$ cat src/rtl/pp_dma_pkg.sv
package pp_dma_pkg;

    localparam int unsigned NPAIR = 2;

    typedef enum logic [1:0] {
        BUF_IDLE   = 2'b00,
        BUF_RUN    = 2'b01,
        BUF_QUEUED = 2'b10
    } buf_state_e;

    localparam logic [3:0] IDX_CTRL = 4'd0;
    localparam logic [3:0] IDX_INT  = 4'd1;
    localparam logic [3:0] IDX_STAT = 4'd2;
    localparam logic [3:0] IDX_LEFT = 4'd3;
    localparam int unsigned PAIR_IDX0   = 4;
    localparam int unsigned PAIR_STRIDE = 4;

    typedef struct packed {
        logic ice;
        logic abort;
        logic en;
        logic err_ie;
        logic nfb_ie;
        logic stall_ie;
    } ctrl_t;

endpackage

$ cat src/rtl/pp_dma_desc.sv
module pp_dma_desc #(
    parameter int unsigned AW = 32,
    parameter int unsigned CW = 16
) (
    input  logic          clk,
    input  logic          rst_n,
    input  logic          wr_cnt,
    input  logic          wr_base,
    input  logic [31:0]   wdata,
    input  logic          load_cur,
    input  logic          adv,
    output logic [CW-1:0] cnt_o,
    output logic [AW-1:0] base_o,
    output logic [AW-1:0] cur_o
);
    typedef struct packed {
        logic [CW-1:0] cnt;
        logic [AW-1:0] base;
        logic [AW-1:0] cur;
    } desc_t;

    desc_t q, d;

    always_comb begin
        d = q;
        if (wr_cnt)  d.cnt  = wdata[CW-1:0];
        if (wr_base) d.base = wdata[AW-1:0];
        if (load_cur)  d.cur = q.base;
        else if (adv)  d.cur = q.cur + AW'(1);
    end

    always_ff @(posedge clk or negedge rst_n) begin
        if (!rst_n) q <= '0;
        else        q <= d;
    end

    assign cnt_o  = q.cnt;
    assign base_o = q.base;
    assign cur_o  = q.cur;
endmodule

$ cat src/rtl/pp_dma_irq.sv
module pp_dma_irq (
    input  logic       clk,
    input  logic       rst_n,
    input  logic       clr,
    input  logic       ev_stall,
    input  logic       ev_nfb,
    input  logic       ev_err,
    input  logic       ie_stall,
    input  logic       ie_nfb,
    input  logic       ie_err,
    output logic [2:0] pend_o,
    output logic       irq
);
    logic [2:0] pend_q, pend_d;

    always_comb begin
        pend_d = clr ? 3'b000 : pend_q;
        pend_d = pend_d | {ev_err, ev_nfb, ev_stall};
    end

    always_ff @(posedge clk or negedge rst_n) begin
        if (!rst_n) pend_q <= '0;
        else        pend_q <= pend_d;
    end

    assign pend_o = pend_q;
    assign irq    = |(pend_q & {ie_err, ie_nfb, ie_stall});
endmodule

$ cat src/rtl/pp_dma_fsm.sv
module pp_dma_fsm
    import pp_dma_pkg::*;
#(
    parameter int unsigned CW = 16
) (
    input  logic          clk,
    input  logic          rst_n,
    input  logic          en,
    input  logic          abort,
    input  logic          ice,
    input  logic [1:0]    cnt_wr,
    input  logic [CW-1:0] wcnt,
    input  logic [CW-1:0] cnt0,
    input  logic [CW-1:0] cnt1,
    input  logic          per_req,
    input  logic          mem_ack,
    input  logic          per_err,
    output buf_state_e    state,
    output logic          act,
    output logic          free_pair,
    output logic [CW-1:0] remain,
    output logic          stall_flag,
    output logic          nfb_flag,
    output logic          ev_stall,
    output logic          ev_nfb,
    output logic          ev_err,
    output logic [1:0]    load_cur,
    output logic [1:0]    adv,
    output logic          kill_en,
    output logic          mem_req
);
    typedef struct packed {
        buf_state_e    st;
        logic          act;
        logic [CW-1:0] left;
        logic          stall;
        logic          nfb;
    } fsm_t;

    fsm_t q, d;
    logic beat, last, arm, err_hit;

    always_comb begin
        d         = q;
        ev_stall  = 1'b0;
        ev_nfb    = 1'b0;
        ev_err    = 1'b0;
        load_cur  = '0;
        adv       = '0;
        kill_en   = 1'b0;
        free_pair = (q.st == BUF_IDLE) ? q.act : ~q.act;
        mem_req   = en && (q.st != BUF_IDLE) && per_req;
        beat      = mem_req && mem_ack;
        last      = beat && (q.left == CW'(1));
        arm       = en && (q.st != BUF_QUEUED) && cnt_wr[free_pair] && (wcnt != '0);
        err_hit   = en && (q.st != BUF_IDLE) && per_err && !ice;

        if (!en) begin
            d.st   = BUF_IDLE;
            d.left = '0;
        end else begin
            if (beat) begin
                d.left      = q.left - CW'(1);
                adv[q.act]  = 1'b1;
            end
            unique case (q.st)
                BUF_IDLE: begin
                    if (arm) begin
                        d.st             = BUF_RUN;
                        d.left           = wcnt;
                        load_cur[q.act]  = 1'b1;
                        d.stall          = 1'b0;
                        d.nfb            = 1'b0;
                    end
                end
                BUF_RUN: begin
                    if (arm && !last) begin
                        d.st              = BUF_QUEUED;
                        load_cur[~q.act]  = 1'b1;
                        d.stall           = 1'b0;
                        d.nfb             = 1'b0;
                    end else if (arm) begin
                        d.act             = ~q.act;
                        d.left            = wcnt;
                        load_cur[~q.act]  = 1'b1;
                        d.nfb             = 1'b1;
                        ev_nfb            = 1'b1;
                    end else if (last) begin
                        d.st     = BUF_IDLE;
                        d.stall  = 1'b1;
                        ev_stall = 1'b1;
                    end
                end
                BUF_QUEUED: begin
                    if (last) begin
                        d.act  = ~q.act;
                        d.left = q.act ? cnt0 : cnt1;
                        d.st   = BUF_RUN;
                        d.nfb  = 1'b1;
                        ev_nfb = 1'b1;
                    end
                end
                default: d.st = BUF_IDLE;
            endcase
            if (err_hit) begin
                ev_err = 1'b1;
                if (q.st == BUF_QUEUED && abort) begin
                    d.st     = BUF_IDLE;
                    d.left   = '0;
                    d.act    = q.act;
                    d.nfb    = q.nfb;
                    d.stall  = 1'b1;
                    ev_nfb   = 1'b0;
                    ev_stall = 1'b1;
                    kill_en  = 1'b1;
                end
            end
        end
    end

    always_ff @(posedge clk or negedge rst_n) begin
        if (!rst_n) q <= '{st: BUF_IDLE, act: 1'b0, left: '0, stall: 1'b0, nfb: 1'b0};
        else        q <= d;
    end

    assign state      = q.st;
    assign act        = q.act;
    assign remain     = q.left;
    assign stall_flag = q.stall;
    assign nfb_flag   = q.nfb;
endmodule

$ cat src/rtl/pp_dma_chan.sv
module pp_dma_chan
    import pp_dma_pkg::*;
#(
    parameter int unsigned AW = 32,
    parameter int unsigned CW = 16
) (
    input  logic          clk,
    input  logic          rst_n,
    input  logic          reg_we,
    input  logic [3:0]    reg_idx,
    input  logic [31:0]   reg_wdata,
    output logic [31:0]   reg_rdata,
    input  logic          per_req,
    input  logic          per_err,
    output logic          mem_req,
    output logic [AW-1:0] mem_addr,
    input  logic          mem_ack,
    output logic          irq
);
    ctrl_t         ctrl_q, ctrl_d;
    buf_state_e    state;
    logic          act, free_pair, stall_flag, nfb_flag;
    logic          ev_stall, ev_nfb, ev_err, kill_en, int_clr;
    logic [CW-1:0] remain;
    logic [1:0]    load_cur, adv, cnt_wr, base_wr;
    logic [2:0]    pend;
    logic [CW-1:0] cnt_w  [NPAIR];
    logic [AW-1:0] base_w [NPAIR];
    logic [AW-1:0] cur_w  [NPAIR];

    always_comb begin
        ctrl_d = ctrl_q;
        if (reg_we && reg_idx == IDX_CTRL) begin
            ctrl_d.stall_ie = reg_wdata[0];
            ctrl_d.nfb_ie   = reg_wdata[1];
            ctrl_d.err_ie   = reg_wdata[3];
            ctrl_d.en       = reg_wdata[4];
            ctrl_d.abort    = reg_wdata[5];
            ctrl_d.ice      = reg_wdata[6];
        end
        if (kill_en) ctrl_d.en = 1'b0;
    end

    always_ff @(posedge clk or negedge rst_n) begin
        if (!rst_n) ctrl_q <= '0;
        else        ctrl_q <= ctrl_d;
    end

    assign int_clr = reg_we && (reg_idx == IDX_INT);

    for (genvar p = 0; p < NPAIR; p++) begin : g_pair
        localparam logic [3:0] PIDX = 4'(PAIR_IDX0 + PAIR_STRIDE * p);
        assign cnt_wr[p]  = reg_we && (reg_idx == PIDX);
        assign base_wr[p] = reg_we && (reg_idx == PIDX + 4'd1);
        pp_dma_desc #(.AW(AW), .CW(CW)) u_desc (
            .clk      (clk),
            .rst_n    (rst_n),
            .wr_cnt   (cnt_wr[p]),
            .wr_base  (base_wr[p]),
            .wdata    (reg_wdata),
            .load_cur (load_cur[p]),
            .adv      (adv[p]),
            .cnt_o    (cnt_w[p]),
            .base_o   (base_w[p]),
            .cur_o    (cur_w[p])
        );
    end

    pp_dma_fsm #(.CW(CW)) u_fsm (
        .clk        (clk),
        .rst_n      (rst_n),
        .en         (ctrl_q.en),
        .abort      (ctrl_q.abort),
        .ice        (ctrl_q.ice),
        .cnt_wr     (cnt_wr),
        .wcnt       (reg_wdata[CW-1:0]),
        .cnt0       (cnt_w[0]),
        .cnt1       (cnt_w[1]),
        .per_req    (per_req),
        .mem_ack    (mem_ack),
        .per_err    (per_err),
        .state      (state),
        .act        (act),
        .free_pair  (free_pair),
        .remain     (remain),
        .stall_flag (stall_flag),
        .nfb_flag   (nfb_flag),
        .ev_stall   (ev_stall),
        .ev_nfb     (ev_nfb),
        .ev_err     (ev_err),
        .load_cur   (load_cur),
        .adv        (adv),
        .kill_en    (kill_en),
        .mem_req    (mem_req)
    );

    pp_dma_irq u_irq (
        .clk      (clk),
        .rst_n    (rst_n),
        .clr      (int_clr),
        .ev_stall (ev_stall),
        .ev_nfb   (ev_nfb),
        .ev_err   (ev_err),
        .ie_stall (ctrl_q.stall_ie),
        .ie_nfb   (ctrl_q.nfb_ie),
        .ie_err   (ctrl_q.err_ie),
        .pend_o   (pend),
        .irq      (irq)
    );

    assign mem_addr = cur_w[act];

    always_comb begin
        reg_rdata = '0;
        unique case (reg_idx)
            IDX_CTRL: reg_rdata = {25'd0, ctrl_q.ice, ctrl_q.abort, ctrl_q.en,
                                   ctrl_q.err_ie, 1'b0, ctrl_q.nfb_ie, ctrl_q.stall_ie};
            IDX_INT:  reg_rdata = {28'd0, pend[2], 1'b0, pend[1], pend[0]};
            IDX_STAT: reg_rdata = {25'd0, free_pair, state, pend[2], 1'b0,
                                   nfb_flag, stall_flag};
            IDX_LEFT: reg_rdata = 32'(remain);
            default: begin
                for (int p = 0; p < NPAIR; p++) begin
                    if (reg_idx == 4'(PAIR_IDX0 + PAIR_STRIDE * p))      reg_rdata = 32'(cnt_w[p]);
                    if (reg_idx == 4'(PAIR_IDX0 + PAIR_STRIDE * p + 1))  reg_rdata = 32'(base_w[p]);
                    if (reg_idx == 4'(PAIR_IDX0 + PAIR_STRIDE * p + 2))  reg_rdata = 32'(cur_w[p]);
                end
            end
        endcase
    end
endmodule

$ cat config.mk
export PLATFORM = sky130hd
export DESIGN_NAME = pp_dma_chan
export DESIGN_NICKNAME = d
export VERILOG_FILES = /design/src/rtl/pp_dma_pkg.sv /design/src/rtl/pp_dma_desc.sv /design/src/rtl/pp_dma_irq.sv /design/src/rtl/pp_dma_fsm.sv /design/src/rtl/pp_dma_chan.sv
export SDC_FILE = /design/constraint.sdc
export NUM_CORES = 1
export LEC_CHECK = 0
export ABC_AREA = 1
export BUFFER_PORTS_ARGS = -buffer_cell sky130_fd_sc_hd__buf_4
export CAP_MARGIN = 25
export CORE_UTILIZATION = 40
export CTS_BUF_LIST = sky130_fd_sc_hd__clkbuf_16
export DETAILED_ROUTE_END_ITERATION = 10
export GPL_TIMING_DRIVEN = 0
export PLACE_DENSITY = 0.58
export SYNTH_ARGS = -nofsm -noshare
export SYNTH_HDL_FRONTEND = slang
export SYNTH_SLANG_ARGS = --single-unit
$ cat constraint.sdc
create_clock -name clk -period 3.2 [get_ports clk]
set_input_delay 0.16 -clock clk [delete_from_list [all_inputs] [get_ports clk]]
set_output_delay 0.16 -clock clk [all_outputs]
set_load 0.01 [all_outputs]
# Yosys cells after proc, flatten, opt, wreduce, memory -nomap -nowiden
# Index checks and enable logic that the tools add are counted.
# word_totals
word_cells,149
out_inout_bits,66
reg_bits,190
in_bits,42
# op_classes
muxes,74
eq_ne,14
n_bitwise,4
magnitude_cmp,6
addsub,3
reduce_logical,30
# ops
op,n
two-way mux 32 bit,12
case mux 32 bit (4 select lines),1
two-way mux 16 bit,5
"adder 32 x 1 -> 32 bit, second input constant",2
case mux 16 bit (3 select lines),1
two-way mux 21 bit,2
two-way mux 17 bit,2
two-way mux 1 bit,27
two-way mux 2 bit,12
logical AND 1 bit,19
two-way mux 19 bit,1
two-way mux 18 bit,1
"== test 16 x 1 -> 1 bit, second input constant",1
nonzero test 16 bit,1
"subtractor 16 x 1 -> 16 bit, second input constant",1
"== test 4 x 3 -> 1 bit, second input constant",3
"== test 4 bit, second input constant",3
"== test 4 x 2 -> 1 bit, second input constant",2
nonzero test 2 bit,4
"< comparator 1 x 2 -> 1 bit, second input constant",3
case mux 1 bit (2 select lines),3
case mux 2 bit (3 select lines),1
"== test 4 x 1 -> 1 bit, second input constant",1
zero test 4 bit,1
18 further kinds,22

# Logic depth before layout (Yosys ltp)
# Gate-level depths: netlist of the first run.
# depth
ltp_word,13
ltp_mapped,18
depth_no_buf,16

# Hierarchy
# A second synthesis of the first run with hierarchy kept.
# unflattened
hier_cells,1957
area_unflattened_um2,13583.0
# modules_own_cells
module,seq_area_each_um2,n_inst,area_per_inst_um2,cells_each
pp_dma_desc,2001.9,2,3975.1,431
pp_dma_fsm,525.5,1,2957.8,553
pp_dma_chan,150.1,1,2549.9,529
pp_dma_irq,75.1,1,125.1,13

# Worst setup path before layout of the first run
# Ideal clock, no wire load.
# synth_timing
path_type,reg2reg
start,"register u_fsm.q, in the netlist u_fsm.state[0]"
end,"register g_pair[1].u_desc.q, in the netlist g_pair[1].u_desc.cur_o[0]"
required_ns,3.083
setup_ns,0.117
arrival_time_ns,2.245
path_slack_ns,0.838
stages_incl_launch_ff,18
n_path_buf,3
cell_sequence,dfrtp_1 -> inv_1 -> ha_1 -> buf_2 -> inv_1 -> nand2_1 -> nor2_2 -> nand2_2 -> inv_2 -> nand3_2 -> nand2_4 -> nand3_1 -> nand3_1 -> nand2_1 -> buf_6 -> buf_4 -> o21ai_1 -> inv_1
# synth_via
elab_chain_cells,11
elab_cells_between_ends,25
cone_classes,2 x eq/ne; 11 x mux; 12 x reduce/logical
# synth_lines
element,line_no,rtl
"start, declared",pp_dma_fsm.sv:40,"fsm_t q, d;"
"start signal, assigned",pp_dma_fsm.sv:122,"if (!rst_n) q <= '{st: BUF_IDLE, act: 1'b0, left: '0, stall: 1'b0, nfb: 1'b0};"
nonzero test 2 bit *,pp_dma_fsm.sv:52,mem_req = en && (q.st != BUF_IDLE) && per_req;
logical AND 1 bit * (2 in series),pp_dma_fsm.sv:52,
via mem_req,pp_dma_chan.sv:15,"output logic mem_req,"
logical AND 1 bit *,pp_dma_fsm.sv:53,beat = mem_req && mem_ack;
logical AND 1 bit,pp_dma_fsm.sv:54,last = beat && (q.left == CW'(1));
zero test 1 bit,pp_dma_fsm.sv:77,if (arm && !last) begin
logical AND 1 bit,pp_dma_fsm.sv:77,
two-way mux 2 bit,pp_dma_fsm.sv:77,
case mux 2 bit (2 select lines),pp_dma_fsm.sv:66,unique case (q.st)
two-way mux 2 bit,pp_dma_fsm.sv:58,if (!en) begin
two-way mux 32 bit / nonzero test 2 bit (equally long branches),-,
"end signal, assigned",pp_dma_desc.sv:33,if (!rst_n) q <= '0;
"end signal, assigned",pp_dma_desc.sv:34,else q <= d;
"end, declared",pp_dma_desc.sv:22,"desc_t q, d;"
# Mark *: on every way through the listed nets, which the timed path passes. The rest lies on a longest branch. The select of a mux whose other input is x is not followed.
# A chain may end at the register's enable or synchronous reset.

==> results.yml, run 1 <==
status:
  outcome: "completed"
grt:
  grt_start_max_net_pins: 113
  number_of_antenna_violations_at_the_first_check_in_global_routing: 1
  first_global_vias: 12400
  first_pass_grt_wire_length_mm: 76.9
  grt_util_all_layers_pct: 33.8
  grt_overflow: 0
routing:
  dr_wl_met3_mm: 4.52
  drt.antenna.violating_nets: 0
  highest-signal-layer: "met5"
  drtIter0Drc: 1748
  via_per_inst: 5.72
  drc_errors: 0
  met1Wirelength_mm: 23.3
  detailedRoute.firstPassIterationCount: 8
  wl_met2_mm: 22.6
  post_drt_wl_per_cell_um: 22.3
  route.vias.total: 13200
  routed_wl_mm: 51.6
finish:
  layout_stage_area_growth_over_the_synthesis_result_pct: 16.8
  post_route_cells_drive_above_1_share_pct: 10.5
  mostFrequentLayoutCell: "sky130_fd_sc_hd__nand2_1"
  final_cell_mix: "sky130_fd_sc_hd__nand2_1 (487), sky130_fd_sc_hd__nand3_1 (213), sky130_fd_sc_hd__o21ai_0 (195)"
  final_design_area_no_fill_um2: 14200
  postLayoutCoreUtil_pct: 47.8
  fin_nets: 1960
  fin_cells: 2311
  fillerInstances: 3084
  diodes_inserted: 0
yosys:
  ys_warn_count: 0
  synth.lib_cells_used.distinct: 46
  synthArstFlopShare_pct: 100
  synth_area_per_cell_um2: 6.88
  synth-main-ff-cell: "sky130_fd_sc_hd__dfrtp_1"
  post_synth_main_area_contributors: "sky130_fd_sc_hd__dfrtp_1 (39%), sky130_fd_sc_hd__nand2_1 (15%), sky130_fd_sc_hd__nand3_1 (8.8%), sky130_fd_sc_hd__o21ai_0 (8.0%), sky130_fd_sc_hd__inv_1 (5.6%)"
  main_combinational_cell_family_by_area_after_synthesis: "simple AND/OR/NAND/NOR gates"
  synth_largest_type_area_fraction_pct: 39.0
  post_synth_xor_area_fraction_pct: 2.52
  post_synth_and_or_nand_nor_area_fraction_pct: 33.1
  synth_fa_ha_area_share_pct: 1.03
  syn-instance-count: 1770
  synth_compound_area_share_pct: 15.4
  yosys_register_bits: 190
  dominant_cell_type_by_area_after_synthesis: "sky130_fd_sc_hd__dfrtp_1"
  number_of_enable_type_register_cells_in_the_synthesized_netlist: 0
  syn_nets: 1822
  seq_area_frac_synth_pct: 39.0
  synthMuxAreaShare_pct: 0
  syn_area_um2: 12200
placement:
  io_buffer_count: 106
  preCtsSetupSlack_ns: -0.0384
  place.detailed.instances: 2268
  gp_congestion: 0.990
  dpl.hpwl_mm: 40.3
  postPlaceCellArea_um2: 13500
cts:
  ctsRootBufferMaster: "sky130_fd_sc_hd__clkbuf_16"
  cts_buffer_depth: 2
  cts_made_buffers: 17
  tritoncts: "built"
  cts.reportedPaths.clkPinSlew_ns: 0.08
  cts-htree-levels: 4
  clkSinkCount: 190
  postCtsSetupRepairBufs: 0
  clock_insertion_delay_worst_skew_ns: 0.46
worst_setup_path:
  crit_required_ns: 3.60
  setup.worst_path.start_class: "flip-flop"
  cp-end-kind: "flip-flop"
  timing.critical_path.arrival_ns: 3.45
  timing.critical_path.fanout_max: 10
  setup.worst_path.class: "reg -> reg"
floorplanning:
  start_util_pct: 40.9
  floorplan.rows: 63
  fp.dieArea_um2: 31200
  die-width_um: 177
  core_area_um2: 29800
  die_h_um: 177
  num_io_pins: 108
flow_run:
  max_cap_viol_count: 0
sta:
  timing.final.ws_setup_ns: 0.145
  maxSlewHeadroom_pct: 24.3
  finalCritPeriodShare_pct: 95.5
  fin_crit_ns: 3.05
  finalClockSkew_ns: 0.0167
  final_hold_viol_count: 0
  setup_repair_after_global_routing_missed_its_margin: "false"
  finalMaxSlewViolations: 0
  total_of_endpoints_with_negative_setup_slack_in_the_final_report: 0
  max_clock_freq_ghz: 0.327
  worst_slew_pin_slew_ns: 1.13
min_path:
  hold_path_class: "in -> reg"
power:
  worst_ir_drop_vdd_mv: 0.412
  reported_leakage_power_nw: 6.41
  cell_area_power_density_nw_per_um2: 717
## stage by stage
stage	hold slack, ns	total power, mW	setup TNS, ns
finish	0.00956	10.2	0
CTS	0.00363	10.1	0
detailed placement	0.199	7.89	-0.284
global route	0.0146	10.8	0
global placement	0.428	7.83	-0.476
floorplan	-0.136	6.13	0
## state kept, by name, indices dropped and copies added, names as in the netlist
signal,count
u_fsm.act,1
g_pair.u_desc.cnt_o,32
u_fsm.state,2
u_fsm.nfb_flag,1
g_pair.u_desc.cur_o,64
g_pair.u_desc.base_o,64
u_fsm.stall_flag,1
u_irq.pend_o,3
u_fsm.remain,16
ctrl_q,6
## cell type report
class | count | area, µm² | share of cell area (%)
Sequential cell | 190 | 4760 | 33.4
Clock buffer | 17 | 425 | 2.99
Buffer | 82 | 372 | 2.61
Inverter | 191 | 717 | 5.04
Timing Repair Buffer | 119 | 948 | 6.66
Multi-Input combinational cell | 1307 | 6350 | 44.6
Clock inverter | 15 | 173 | 1.21
Tap cell | 390 | 488 | 3.43
## report_power, final
part | leakage, nW | total [mW] | internal [mW] | switching (mW)
Combinational | 3.68 | 4.04 | 1.35 | 2.69
Clock | 0.291 | 2.20 | 1.05 | 1.14
Sequential | 2.44 | 3.96 | 3.07 | 0.895
## worst paths after layout
kind | from | to | slack, ns | cells after the start
setup reg to reg | u_fsm.state[0]$_DFF_PN0_ | u_fsm.remain[15]$_DFF_PN0_ | 0.15 | 15
hold / removal | reg_wdata[17] | g_pair[0].u_desc.base_o[17]$_DFFE_PN0P_ | 0.01 | 3
setup / recovery | u_fsm.state[0]$_DFF_PN0_ | u_fsm.remain[15]$_DFF_PN0_ | 0.15 | 15
hold reg to reg | g_pair[0].u_desc.cnt_o[3]$_DFFE_PN0N_ | g_pair[0].u_desc.cnt_o[3]$_DFFE_PN0N_ | 0.50 | 2
min in group asynchronous | rst_n | u_fsm.remain[4]$_DFF_PN0_ | 0.27 | 2
max in group asynchronous | rst_n | g_pair[0].u_desc.cur_o[9]$_DFFE_PN0P_ | 1.89 | 3
## cell families after synthesis
group	count (synthesis)
simple gates	930
flops	190
buf+inv	273
compound gates	332
fa+ha+maj	10
xor+xnor	35
## cell usage after synthesis, types with 2 or more instances
cell,n
sky130_fd_sc_hd__nand4_1,20
sky130_fd_sc_hd__or2_2,11
sky130_fd_sc_hd__nand3_2,4
sky130_fd_sc_hd__a21oi_1,52
sky130_fd_sc_hd__buf_4,11
sky130_fd_sc_hd__nand2_4,3
sky130_fd_sc_hd__o211ai_1,13
sky130_fd_sc_hd__nor3b_1,3
sky130_fd_sc_hd__o21ai_0,195
sky130_fd_sc_hd__o21ai_1,16
sky130_fd_sc_hd__nand2_1,487
sky130_fd_sc_hd__o32ai_1,2
sky130_fd_sc_hd__o221ai_1,6
sky130_fd_sc_hd__o2111ai_1,11
sky130_fd_sc_hd__a221oi_1,20
sky130_fd_sc_hd__and3_1,4
sky130_fd_sc_hd__buf_1,4
sky130_fd_sc_hd__clkinv_1,2
sky130_fd_sc_hd__clkbuf_1,56
sky130_fd_sc_hd__xnor2_1,5
sky130_fd_sc_hd__ha_1,10
sky130_fd_sc_hd__nor2_1,131
sky130_fd_sc_hd__nor2_2,3
sky130_fd_sc_hd__nand2_2,3
sky130_fd_sc_hd__nand3_1,214
sky130_fd_sc_hd__nor4_1,3
sky130_fd_sc_hd__nor2_8,2
sky130_fd_sc_hd__xor2_1,30
sky130_fd_sc_hd__inv_1,183
sky130_fd_sc_hd__nor3_1,39
sky130_fd_sc_hd__a31oi_1,4
sky130_fd_sc_hd__buf_2,10
sky130_fd_sc_hd__inv_2,6
sky130_fd_sc_hd__o22ai_1,5
sky130_fd_sc_hd__dfrtp_1,190
sky130_fd_sc_hd__a41oi_1,2
## timing repair
item	4_1_cts	5_1_grt
endpoints found under the hold margin	94	0
gates resized for setup	4	2
hold buffers	11	0
endpoints found under the setup margin	35	19
## worst max-delay path, cell delays in order (launching register included)
cell	delay, ns
sky130_fd_sc_hd__dfrtp_2	0.44
sky130_fd_sc_hd__inv_1	0.08
sky130_fd_sc_hd__ha_1	0.19
sky130_fd_sc_hd__buf_2	0.18
sky130_fd_sc_hd__inv_1	0.17
sky130_fd_sc_hd__nand2_1	0.11
sky130_fd_sc_hd__nor2_2	0.13
sky130_fd_sc_hd__nand2_2	0.19
sky130_fd_sc_hd__inv_2	0.16
sky130_fd_sc_hd__nand3_2	0.18
sky130_fd_sc_hd__nor2_4	0.31
sky130_fd_sc_hd__inv_2	0.06
sky130_fd_sc_hd__buf_2	0.20
sky130_fd_sc_hd__o21ai_0	0.38
sky130_fd_sc_hd__nand2_1	0.11
sky130_fd_sc_hd__nand2_1	0.08
## layer usage
| metal | GRT usage (%) | up-vias |
|---|---|---|
| met4 | 9.34 | 2 |
| met5 | 0 | - |
| met1 | 48.9 | 6333 |
| met3 | 6.40 | 86 |
| met2 | 51.1 | 651 |
| li1 | - | 6140 |
Power figures use the tool's default switching activity.
==> inputs of run 2 (changes only) <==
- ABC_AREA: 1 -> not set
- PLACE_DENSITY: 0.58 -> 0.59
- SLEW_MARGIN: not set -> 0
==> results.yml, run 2 <==
finish:
  final_design_area_no_fill_um2: 13100
  fillerInstances: 2584
  mostFrequentLayoutCell: "sky130_fd_sc_hd__dfrtp_1"
  fin_nets: 1308
  post_route_cells_drive_above_1_share_pct: 25.1
  final_cell_mix: "sky130_fd_sc_hd__dfrtp_1 (190), sky130_fd_sc_hd__mux2_2 (130), sky130_fd_sc_hd__nand2_1 (118)"
  multi_input_area_um2: 5850
  layout_stage_area_growth_over_the_synthesis_result_pct: 19.7
  fin_cells: 1609
  diodes_inserted: 0
  ff_latch_area_um2: 4750
sta:
  setup_repair_after_global_routing_missed_its_margin: "false"
  worst_slew_pin_slew_ns: 0.913
  final_hold_viol_count: 0
  total_of_endpoints_with_negative_setup_slack_in_the_final_report: 0
  finalMaxSlewViolations: 0
  finalClockSkew_ns: 0.0121
  finalCritPeriodShare_pct: 96.2
  maxSlewHeadroom_pct: 39.1
  fin_crit_ns: 3.08
  max_clock_freq_ghz: 0.325
min_path:
  hold_path_class: "in -> reg"
floorplanning:
  core_area_um2: 26900
  floorplan.rows: 60
  die_h_um: 167
  start_util_pct: 40.6
  fp.dieArea_um2: 27900
  num_io_pins: 108
  die-width_um: 167
status:
  outcome: "finished, violations left"
  failed_checks: "DRC"
worst_setup_path:
  cp-end-kind: "flip-flop"
  crit_required_ns: 3.51
  crit_path_max_incr_delay_ns: 0.57
  cpMaxStageDelayCell: "sky130_fd_sc_hd__or4b_4"
  timing.critical_path.fanout_max: 10
  timing.critical_path.arrival_ns: 3.39
  path_delay_family: "simple AND/OR/NAND/NOR gates"
  setup.worst_path.start_class: "flip-flop"
  worstPathBufferInverterCount: 3
  crit_path_cell_trace: "or4_1, or4b_4, or2_1, buf_6, nand2_4, o311a_1, buf_4, buf_2, a21oi_1"
  setup.worst_path.class: "reg -> reg"
power:
  reported_leakage_power_nw: 5.77
  worst_ir_drop_vdd_mv: 0.324
  cell_area_power_density_nw_per_um2: 504
yosys:
  synthArstFlopShare_pct: 100
  synth_largest_type_area_fraction_pct: 43.6
  synth.lib_cells_used.distinct: 66
  post_synth_main_area_contributors: "sky130_fd_sc_hd__dfrtp_1 (44%), sky130_fd_sc_hd__mux2_2 (14%), sky130_fd_sc_hd__nand2_1 (4.1%), sky130_fd_sc_hd__nor2_1 (3.5%), sky130_fd_sc_hd__a22oi_1 (3.2%)"
  yosys.cell_count.top_type: "sky130_fd_sc_hd__dfrtp_1"
  dominant_cell_type_by_area_after_synthesis: "sky130_fd_sc_hd__dfrtp_1"
  yosys_register_bits: 190
  seq_area_frac_synth_pct: 43.6
  syn-instance-count: 1111
  number_of_enable_type_register_cells_in_the_synthesized_netlist: 0
  ys_warn_count: 0
  synth_common_cells: "sky130_fd_sc_hd__dfrtp_1 (190), sky130_fd_sc_hd__mux2_2 (131), sky130_fd_sc_hd__nand2_1 (118)"
  syn_area_um2: 10900
  synth_area_per_cell_um2: 9.82
  syn_nets: 1163
  synth-main-ff-cell: "sky130_fd_sc_hd__dfrtp_1"
placement:
  gp_congestion: 0.878
  place.detailed.instances: 1560
  postPlaceCellArea_um2: 12200
  io_buffer_count: 107
  dpl.hpwl_mm: 26.3
routing:
  via_per_inst: 5.97
  detailedRoute.firstPassIterationCount: 10
  drt.antenna.violating_nets: 0
  post_drt_wl_per_cell_um: 22.3
  drtIter0Drc: 927
  drc_errors: 1
  routed_wl_mm: 35.9
  route.vias.total: 9598
cts:
  cts_buffer_depth: 2
  clock_insertion_delay_worst_skew_ns: 0.45
  cts_made_buffers: 17
  ctsRootBufferMaster: "sky130_fd_sc_hd__clkbuf_16"
  tritoncts: "built"
  cts.reportedPaths.clkPinSlew_ns: 0.08
  cts-htree-levels: 4
  clkSinkCount: 190
grt:
  grt_start_max_net_pins: 111
  first_global_vias: 9253
  grt_util_all_layers_pct: 26.0
  grt_overflow: 0
  first_pass_grt_wire_length_mm: 55.2
  number_of_antenna_violations_at_the_first_check_in_global_routing: 0
flow_run:
  max_cap_viol_count: 0
run 2: kinds of logic after synthesis:
group,share of synthesized area (%)
AOI/OAI and AO/OA,15.1
xor gates and xnor gates,4.98
adders and majority gates,1.15
buffers and inverters,3.35
DFF,43.6
muxes,16.0
and+or+nand+nor,15.9
run 2: where the power goes:
part	internal [mW]	leakage, nW	switching, mW
Clock	1.39	0.321	0.984
Sequential	2.76	2.47	0.378
Combinational	0.576	2.98	0.498
Total	4.73	5.77	1.86
run 2: path summary, 6_finish.rpt:
check                           slack, ns  depth (start not counted)                              startpoint                                      end
max in group asynchronous            1.94                          3                                   rst_n   g_pair[0].u_desc.cnt_o[11]$_DFFE_PN0N_
worst min-delay path                 0.01                          2                            reg_wdata[3]                u_fsm.remain[3]$_DFF_PN0_
min in group asynchronous            0.35                          2                                   rst_n  g_pair[0].u_desc.base_o[28]$_DFFE_PN0P_
worst max register to register       0.12                          9               u_fsm.remain[7]$_DFF_PN0_   g_pair[1].u_desc.cur_o[20]$_DFFE_PN0P_
worst max-delay path                 0.12                          9               u_fsm.remain[7]$_DFF_PN0_   g_pair[1].u_desc.cur_o[20]$_DFFE_PN0P_
worst min register to register       0.51                          2  g_pair[0].u_desc.base_o[1]$_DFFE_PN0P_    g_pair[0].u_desc.cur_o[1]$_DFFE_PN0P_
run 2: stage by stage:
| step | hold slack [ns] | TNS (ns) | utilization, % | power (mW) | setup slack (ns) |
|---|---|---|---|---|---|
| 2_1_floorplan | -0.136 | 0 | - | 3.69 | 0.309 |
| 3_3_place_gp | 0.402 | -20.87 | 45.2 | 4.19 | -0.612 |
| 3_5_place_dp | 0.303 | -18.39 | 45.3 | 4.23 | -0.528 |
| 4_1_cts | 0.000674 | 0 | 48.4 | 6.61 | 0.0175 |
| 5_1_grt | 0.00445 | 0 | 48.6 | 6.85 | 0.00686 |
| 6_report | 0.0105 | 0 | 48.6 | 6.59 | 0.122 |
run 2: cell type report:
| cell class | instances | share of cell area, % |
|---|---|---|
| clock buffers | 17 | 3.26 |
| plain buffers | 60 | 2.36 |
| well taps | 341 | 3.27 |
| flip-flops and latches | 190 | 36.4 |
| repair buffers | 127 | 7.84 |
| clock inverters | 14 | 1.65 |
| multi-input cells | 845 | 44.8 |
| inverters | 15 | 0.431 |
run 2: repair_timing:
action / 4_1_cts / 5_1_grt
resized for setup: 8 / 9
endpoints found under the setup margin: 77 / 44
hold endpoints to repair: 141 / 0
setup buffers: 1 / 0
cloned: 0 / 0
hold buffers: 17 / 0
pin swaps: 1 / 1
run 2: layer usage:
layer / wire length, µm / GRT usage [%] / up-vias
li1: - / - / 4375
met1: 17200 / 38.5 / 4824
met2: 15800 / 39.2 / 354
met3: 2120 / 4.37 / 45
met4: 737 / 6.86 / 0
met5: 0 / 0 / -
